## src/rtl/plr_pkg.sv

```systemverilog
package plr_pkg;
  typedef enum logic [1:0] {
    RST_OFF    = 2'b00,
    RST_ON     = 2'b01,
    RST_LAST   = 2'b10,
    RST_PRESET = 2'b11
  } restore_mode_e;

  typedef struct packed {
    logic          pulse_en;
    restore_mode_e mode;
  } ctl_t;

  localparam int unsigned CTL_W      = $bits(ctl_t);
  localparam int unsigned CTL_ADDR   = 0;
  localparam int unsigned STATE_ADDR = 1;
endpackage

```

## src/rtl/plr_rst_sync.sv

```systemverilog
module plr_rst_sync #(
  parameter int unsigned STAGES = 2
) (
  input  logic clk,
  input  logic rst_n_i,
  output logic rst_n_o
);
  logic [STAGES-1:0] sync_q;

  always_ff @(posedge clk or negedge rst_n_i) begin
    if (!rst_n_i) sync_q <= '0;
    else          sync_q <= {sync_q[STAGES-2:0], 1'b1};
  end

  assign rst_n_o = sync_q[STAGES-1];
endmodule

```

## src/rtl/plr_regs.sv

```systemverilog
module plr_regs
  import plr_pkg::*;
#(
  parameter int unsigned ADDR_W = 2,
  parameter int unsigned DATA_W = 8
) (
  input  logic              clk,
  input  logic              rst_n,
  input  logic [ADDR_W-1:0] addr,
  input  logic              we,
  input  logic [DATA_W-1:0] wdata,
  input  logic              last_on,
  output ctl_t              ctl,
  output logic              preset,
  output logic [DATA_W-1:0] rdata
);
  ctl_t ctl_q, ctl_d;
  logic preset_q, preset_d;
  logic ctl_en, preset_en;
  logic sel_ctl, sel_state;
  logic unused_wdata;

  assign sel_ctl   = (addr == ADDR_W'(CTL_ADDR));
  assign sel_state = (addr == ADDR_W'(STATE_ADDR));
  assign unused_wdata = ^wdata[DATA_W-1:CTL_W];

  always_comb begin
    ctl_en    = we && sel_ctl;
    preset_en = we && sel_state;
    ctl_d     = ctl_t'(wdata[CTL_W-1:0]);
    preset_d  = wdata[0];
  end

  always_ff @(posedge clk or negedge rst_n) begin
    if (!rst_n) begin
      ctl_q    <= '0;
      preset_q <= 1'b0;
    end else begin
      if (ctl_en)    ctl_q    <= ctl_d;
      if (preset_en) preset_q <= preset_d;
    end
  end

  always_comb begin
    rdata = '0;
    if (sel_ctl)        rdata[CTL_W-1:0] = ctl_q;
    else if (sel_state) rdata[1:0]       = {last_on, preset_q};
  end

  assign ctl    = ctl_q;
  assign preset = preset_q;
endmodule

```

## src/rtl/plr_decide.sv

```systemverilog
module plr_decide
  import plr_pkg::*;
(
  input  logic          clk,
  input  logic          rst_n,
  input  logic          stby_ok,
  input  logic          pwr_good,
  input  restore_mode_e mode,
  input  logic          preset,
  output logic          last_on,
  output logic          off_start,
  output logic          pwron_req
);
  logic stby_q;
  logic last_q, last_d, last_en;
  logic req_q, req_d;
  logic rise, steady, want_on;

  assign rise   = stby_ok & ~stby_q;
  assign steady = stby_ok & stby_q;

  always_comb begin
    unique case (mode)
      RST_OFF:    want_on = 1'b0;
      RST_ON:     want_on = 1'b1;
      RST_LAST:   want_on = last_q;
      RST_PRESET: want_on = preset;
      default:    want_on = 1'b0;
    endcase
  end

  always_comb begin
    last_en = steady && (pwr_good != last_q);
    last_d  = pwr_good;
    req_d   = rise & want_on;
  end

  always_ff @(posedge clk or negedge rst_n) begin
    if (!rst_n) begin
      stby_q <= 1'b0;
      last_q <= 1'b0;
      req_q  <= 1'b0;
    end else begin
      stby_q <= stby_ok;
      req_q  <= req_d;
      if (last_en) last_q <= last_d;
    end
  end

  assign last_on   = last_q;
  assign off_start = rise & ~want_on;
  assign pwron_req = req_q;
endmodule

```

## src/rtl/plr_pulse.sv

```systemverilog
module plr_pulse #(
  parameter int unsigned PULSE_CYC = 131072
) (
  input  logic clk,
  input  logic rst_n,
  input  logic stby_ok,
  input  logic start,
  output logic pwrsw_n
);
  localparam int unsigned CNT_W = $clog2(PULSE_CYC + 1);

  logic             active_q, active_d;
  logic [CNT_W-1:0] cnt_q, cnt_d;
  logic             upd_en;

  always_comb begin
    active_d = active_q;
    cnt_d    = cnt_q;
    upd_en   = active_q | start;
    if (!stby_ok) begin
      active_d = 1'b0;
    end else if (start) begin
      active_d = 1'b1;
      cnt_d    = CNT_W'(PULSE_CYC - 1);
    end else if (active_q) begin
      if (cnt_q == '0) active_d = 1'b0;
      else             cnt_d    = cnt_q - 1'b1;
    end
  end

  always_ff @(posedge clk or negedge rst_n) begin
    if (!rst_n) begin
      active_q <= 1'b0;
      cnt_q    <= '0;
    end else if (upd_en) begin
      active_q <= active_d;
      cnt_q    <= cnt_d;
    end
  end

  assign pwrsw_n = ~active_q;
endmodule

```

## src/rtl/plr_ctrl.sv

```systemverilog
module plr_ctrl
  import plr_pkg::*;
#(
  parameter int unsigned CLK_HZ    = 32768,
  parameter int unsigned PULSE_SEC = 4,
  parameter int unsigned ADDR_W    = 2,
  parameter int unsigned DATA_W    = 8
) (
  input  logic              clk,
  input  logic              rst_n,
  input  logic              stby_ok,
  input  logic              pwr_good,
  input  logic [ADDR_W-1:0] reg_addr,
  input  logic              reg_we,
  input  logic [DATA_W-1:0] reg_wdata,
  output logic [DATA_W-1:0] reg_rdata,
  output logic              pwron_req,
  output logic              pwrsw_n
);
  localparam int unsigned PULSE_CYC = CLK_HZ * PULSE_SEC;

  logic rst_sync_n;
  ctl_t ctl;
  logic preset, last_on, off_start, pulse_en;

  plr_rst_sync #(.STAGES(2)) u_rst (
    .clk     (clk),
    .rst_n_i (rst_n),
    .rst_n_o (rst_sync_n)
  );

  plr_regs #(.ADDR_W(ADDR_W), .DATA_W(DATA_W)) u_regs (
    .clk     (clk),
    .rst_n   (rst_sync_n),
    .addr    (reg_addr),
    .we      (reg_we),
    .wdata   (reg_wdata),
    .last_on (last_on),
    .ctl     (ctl),
    .preset  (preset),
    .rdata   (reg_rdata)
  );

  plr_decide u_dec (
    .clk       (clk),
    .rst_n     (rst_sync_n),
    .stby_ok   (stby_ok),
    .pwr_good  (pwr_good),
    .mode      (ctl.mode),
    .preset    (preset),
    .last_on   (last_on),
    .off_start (off_start),
    .pwron_req (pwron_req)
  );

  assign pulse_en = ctl.pulse_en;

  plr_pulse #(.PULSE_CYC(PULSE_CYC)) u_pulse (
    .clk     (clk),
    .rst_n   (rst_sync_n),
    .stby_ok (stby_ok),
    .start   (off_start & pulse_en),
    .pwrsw_n (pwrsw_n)
  );
endmodule

```

## config.mk

```make
export PLATFORM = sky130hd
export DESIGN_NAME = plr_ctrl
export DESIGN_NICKNAME = d
export VERILOG_FILES = /design/src/rtl/plr_pkg.sv /design/src/rtl/plr_rst_sync.sv /design/src/rtl/plr_regs.sv /design/src/rtl/plr_decide.sv /design/src/rtl/plr_pulse.sv /design/src/rtl/plr_ctrl.sv
export SDC_FILE = /design/constraint.sdc
export NUM_CORES = 1
export LEC_CHECK = 0
export BUFFER_PORTS_ARGS = -buffer_cell sky130_fd_sc_hd__buf_2
export CELL_PAD_IN_SITES_DETAIL_PLACEMENT = 1
export CELL_PAD_IN_SITES_GLOBAL_PLACEMENT = 2
export CORE_ASPECT_RATIO = 0.9
export CORE_MARGIN = 3
export CORE_UTILIZATION = 35
export DETAILED_ROUTE_END_ITERATION = 12
export GPL_TIMING_DRIVEN = 0
export PLACE_DENSITY = 0.9
export RECOVER_POWER = 50
export SLEW_MARGIN = 20
export SYNTH_ARGS = -nofsm -noshare
export SYNTH_HDL_FRONTEND = slang
export SYNTH_SLANG_ARGS = --single-unit
```

## constraint.sdc

```tcl
create_clock -name clk -period 1 [get_ports clk]
set_input_delay 0.25 -clock clk [delete_from_list [all_inputs] [get_ports clk]]
set_output_delay 0.25 -clock clk [all_outputs]
set_load 0.02 [all_outputs]
```

# [Word-level counts from Yosys, hierarchy flattened]
# Index checks and enable logic that the tools add are counted.
[totals] rom_bits=0 latchBits=0 word_cells=44 ram_bits=0 ff_bits=28 memories=0 input_bits=15 output_inout_bits=10
[op_classes] n_reduce_logical=8 n_shift=0 addsub=1 eq_ne=6 n_mux=11 order_cmp=0 div_mod_pow=0 bitwise_logic=9 mul=0
[op_table] cell="18-bit 2-to-1 mux" count=3
[op_table] cell="18-bit zero test" count=1
[op_table] cell="18-bit by 1-bit subtractor with 18-bit output (second input constant)" count=1
[op_table] cell="1-bit AND" count=5
[op_table] cell="1-bit 2-to-1 mux" count=5
[op_table] cell="2-bit by 1-bit equality test with 1-bit output (second input constant)" count=2
[op_table] cell="2-bit equality test (second input constant)" count=2
[op_table] cell="2-bit zero test" count=2
[op_table] cell="2-bit 2-to-1 mux" count=2
[op_table] cell="1-bit case mux with 4 select lines" count=1
[op_table] cell="4-bit AND reduction" count=1
[op_table] cell="1-bit logical AND" count=3
[op_table] cell="1-bit inverter" count=3
[op_table] cell="2-bit by 1-bit inequality test with 1-bit output (second input constant)" count=1
[op_table] cell="2-bit nonzero test" count=1
[op_table] cell="1-bit inequality test" count=1
[op_table] cell="1-bit OR" count=1

# [Logic depth before layout (Yosys ltp)]
[depth] word_depth=7 depth_mapped=7 ltp_nobuf=6

# [Cells and area by module]
# Synthesis repeated with hierarchy kept, for this count alone.
[unflattened] cells_unflattened=146 hier_area_um2=1467.7
[modules_own_cells] mod="plr_pulse" seq_area_each_um2=475.5 area_per_inst_um2=1031.0 cells_each=111 n_inst=1
[modules_own_cells] mod="plr_regs" seq_area_each_um2=100.1 area_per_inst_um2=247.7 cells_each=21 n_inst=1
[modules_own_cells] mod="plr_decide" seq_area_each_um2=75.1 area_per_inst_um2=128.9 cells_each=10 n_inst=1
[modules_own_cells] mod="plr_rst_sync" seq_area_each_um2=50.0 area_per_inst_um2=53.8 cells_each=3 n_inst=1
[modules_own_cells] mod="plr_ctrl" seq_area_each_um2=0.0 area_per_inst_um2=6.3 cells_each=1 n_inst=1

# [Least setup slack after synthesis]
# Ideal clock, no wire load.
[synth_timing] kind="register to register" startpoint="reg u_pulse.cnt_q[0]" endpoint="reg u_pulse.cnt_q[6]" stages_incl_launch_ff=8 path_buffers=1 setup_ns=0.124 path_slack_ns=-1.005 period_less_slack_ns=2.005 required_time_ns=0.876 arrival_ns=1.881 cell_sequence="dfrtp_1 > inv_1 > ha_1 > or3b_2 > nor4_4 > buf_6 > a211oi_2 > a211o_1"
[synth_between] elab_chain_len=4 word_cells_on_any_way=7 classes_between="add/sub (1); eq/ne (1); mux (3); reduce/logical (2)"
[synth_rtl] element="start: declaration" line="plr_pulse.sv:13" text="logic [CNT_W-1:0] cnt_q, cnt_d;"
[synth_rtl] element="start signal: assignment" line="plr_pulse.sv:37" text="cnt_q <= cnt_d;"
[synth_rtl] element="18-bit by 1-bit subtractor with 18-bit output" line="plr_pulse.sv:27" text="else cnt_d = cnt_q - 1'b1;"
[synth_rtl] element="18-bit 2-to-1 mux" line="plr_pulse.sv:26" text="if (cnt_q == '0) active_d = 1'b0;"
[synth_rtl] element="18-bit 2-to-1 mux" line="plr_pulse.sv:25" text="end else if (active_q) begin"
[synth_rtl] element="18-bit 2-to-1 mux" line="plr_pulse.sv:22" text="end else if (start) begin"
# Parallel ways exist; a longest one is shown, timed or not. The select of a mux whose other input is x is not followed.
# A chain may end at the register's enable or synchronous reset.

# [Worst setup path in the final report]
[layout_timing] startpoint="reg u_pulse.cnt_q[1]" endpoint="reg u_pulse.cnt_q[7]"
# Same word-level chain as after synthesis.

==> results.json <==
{
  "ant_nets": 0,
  "drcViolationCount": 0,
  "drt_first_iter_violations": 49,
  "worst_slew_pin_slew_ns": 0.619,
  "grt_overflow": 0,
  "ir_worst_vdd_mv": 0.800,
  "portBuffers": 14,
  "crit_required_ns": 1.22,
  "h-tree-depth": 1,
  "synth-edff-count": 0,
  "r2r_slack_ns": -1.05,
  "setup_viol": 24,
  "grt_max_degree": 27,
  "status": "complete, but fails checks",
  "reg2regPathDepth": 5,
  "period_needed_ns": 2.05,
  "cp_slowest_cell": "or4_4",
  "nNetsFinal": 224,
  "dieArea_um2": 5320,
  "antenna_found_initial": 0,
  "synth.distinct_cells": 41,
  "drtPass1Iterations": 4,
  "ys_async_sr_fraction": 1.00,
  "p_sw_frac": 0.356,
  "arrival_ns": 2.27,
  "startpoint_type": "flop",
  "hp-start": "stby_ok",
  "synth_warnings": 0,
  "r2r_start": "u_pulse.cnt_q[1]",
  "critical_path_class": "flop to flop",
  "worst_slew_margin_rel": 0.587,
  "leakage_nw": 0.922,
  "power.total_mw": 3.45,
  "max_freq_ghz": 0.487,
  "p_per_area_nw_per_um2": 1450,
  "rsz0062_at_grt": "yes",
  "combPwrFrac": 0.330,
  "synth_flop_cell": "dfrtp_1",
  "pin_count": 25,
  "synthesis.area_um2": 1570,
  "setup_ws_ns": -1.05,
  "seq_area_frac_synth": 0.447,
  "reg2reg_to": "u_pulse.cnt_q[7]",
  "fin_skew_ns": 0.0104,
  "syn_inst": 152,
  "internal-power_mw": 2.22,
  "synth_top_cell_area_share": 0.447,
  "wl_per_cell_um": 19.9,
  "crit_path_frequent_cell": "or4_1",
  "slew_viol_final": 0,
  "clk_latency_ns": 0.28,
  "num_antenna_cells": 0,
  "gp_congestion": 0.760,
  "hold_end": "u_dec.stby_q",
  "grt_first_pass_wirelength_mm": 8.38,
  "setup_tns_ns": -19.59,
  "p_switching_mw": 1.23,
  "start_util": 0.375,
  "cts_tree": "yes",
  "groute.usage.overall": 0.202,
  "critPathTopFamily": "simple AND/OR/NAND/NOR gates",
  "grt_pass1_vias": 1609,
  "utilization": 0.567,
  "vias": 1426,
  "cts.sinks": 28,
  "seqPwrFrac": 0.488,
  "crit_fanout": 2,
  "cp_slowest_stage_delay_ns": 0.54,
  "dp_slack_ns": -1.19,
  "layout-drive-gt1-share": 0.539,
  "violations": "negative setup slack",
  "hold_path_depth": 1,
  "area_delta_synth_final_pct": 51.1,
  "cap_violations": 0,
  "cts_root_buf": "clkbuf_8",
  "hold_viol": 0,
  "finalCritPeriodShare": 2.05,
  "drt_wl_total_mm": 5.30,
  "hold_class": "primary input to flop",
  "yosysTopAreaCell": "dfrtp_1",
  "synth_area_leaders": "dfrtp_1 (45%), mux2i_1 (7.7%), mux2_2 (4.3%)",
  "timing.critical_path.buf_inv": 1,
  "dpl.hpwl_mm": 2.98,
  "core_um2": 4180,
  "critPathCaptureType": "flop",
  "ys_ff_latch": 28,
  "cts_buffer_depth": 2,
  "syn_area_per_cell_um2": 10.3,
  "via_per_inst": 5.36,
  "path_cells": "buf_6 > or4_4 > or4_1 > or4_1 > nand3_1",
  "row_count": 22,
  "fp.dieW_um": 76.6,
  "p_clk_frac": 0.181,
  "clk_pin_slew_ns": 0.10,
  "fp.dieH_um": 69.5,
  "cts_made_buffers": 3
}
## logic make-up (layout without fill, tap and decap cells)
kind of cell,after synthesis,after routing,synth area share
buffers and inverters,14,64,0.0510
and+or+nand+nor,72,72,0.289
DFF,28,28,0.447
AOI/OAI and AO/OA,17,17,0.0805
adders and majority gates,1,1,0.00797
muxes,18,18,0.120
other,2,6,0.00479
## metrics by stage
stage               area, µm²  hold WS, ns  std cells
floorplan                1610      -0.0456        156
global placement         1760       0.0356        230
detailed placement       1760       0.0377        230
CTS                      2280        0.169        259
global route             2370        0.168        266
finish                   2370        0.167        266
## per-layer routing
layer	track usage	up-vias	routed length, µm
met5	0	-	0
met4	0.0463	0	67
met3	0.0351	7	223
met2	0.385	22	2990
met1	0.233	740	2010
li1	-	657	-
## registers in the layout, indices dropped and copies added, names as in the netlist
register	count
u_pulse.cnt_q	18
u_regs.ctl	3
u_rst.sync_q	2
u_dec.last_on	1
u_dec.pwron_req	1
u_dec.stby_q	1
u_pulse.active_q	1
u_regs.preset	1
## how the worst max path moves through the flow
stage                                   to               from  cells after the start  slack, ns
after CTS                 u_pulse.cnt_q[7]   u_pulse.cnt_q[1]                      5      -1.05
after detailed placement  u_pulse.cnt_q[1]      u_regs.ctl[1]                      5      -1.19
final                     u_pulse.cnt_q[7]   u_pulse.cnt_q[1]                      5      -1.05
after floorplan           u_pulse.cnt_q[6]  u_pulse.cnt_q[10]                      6      -0.95
after global placement    u_pulse.active_q  u_pulse.cnt_q[10]                      5      -1.12
after global routing      u_pulse.cnt_q[3]   u_pulse.cnt_q[0]                      8      -1.10
## placed cells by master (no fill, tap or decap), drive strengths merged
cell and count:
conb 6, nor3 4, clkbuf 6, dfrtp 28
ha 1, buf 52, or3b 2, or4 7
and2 9, or2 3, nor4 6, o2111a 1
a2111oi 1, o41a 1, nor2 16, o2111ai 1
inv 5, dlygate4sd3 1, mux2i 12, or4b 1
a211o 1, o21ai 3, nand2b 1, and3b 1
nand3 4, a21oi 5, mux2 6, o41ai 1
nor3b 3, o311ai 1, nor4b 2, nand2 8
a211oi 2, nand4 2, or3 3
## Yosys cell counts (all sizes together), types with 3 or more instances
cell,count
dfrtp,28
nor2,16
mux2i,12
and2,9
nand2,8
buf,7
or4,7
mux2,6
nor4,6
a21oi,5
inv,5
nand3,4
nor3,4
nor3b,3
o21ai,3
or2,3
or3,3
## power groups by stage
stage,sequential [mW],clock (mW),combinational (mW)
final,1.68,0.625,1.14
after global routing,1.73,0.672,1.24
after CTS,1.66,0.633,1.01
after detailed placement,1.68,0,0.649
after global placement,1.64,0,0.590
after floorplan,1.59,0,0.492
## worst reg2reg max path, cell delays in order (launching register included)
cell     delay, ns
dfrtp_1       0.41
buf_6         0.12
or4_4         0.54
or4_1         0.42
or4_1         0.41
nand3_1       0.09
## area by class of cell
class	instances	area, µm²
Buffer	8	61.3
Clock buffer	3	41.3
Fill cell	462	1810
Inverter	5	18.8
Multi-Input combinational cell	114	1070
Sequential cell	28	703
Tap cell	60	75.1
Timing Repair Buffer	48	403
## repair_timing
item	in CTS	in global routing
pin swaps	19	12
setup endpoints to repair	50	25
hold buffers	1	0
gates resized for setup	65	13
gates cloned	0	0
setup buffers	26	9
hold endpoints to repair	2	0
Note: power is estimated with default switching activity, not from simulation.
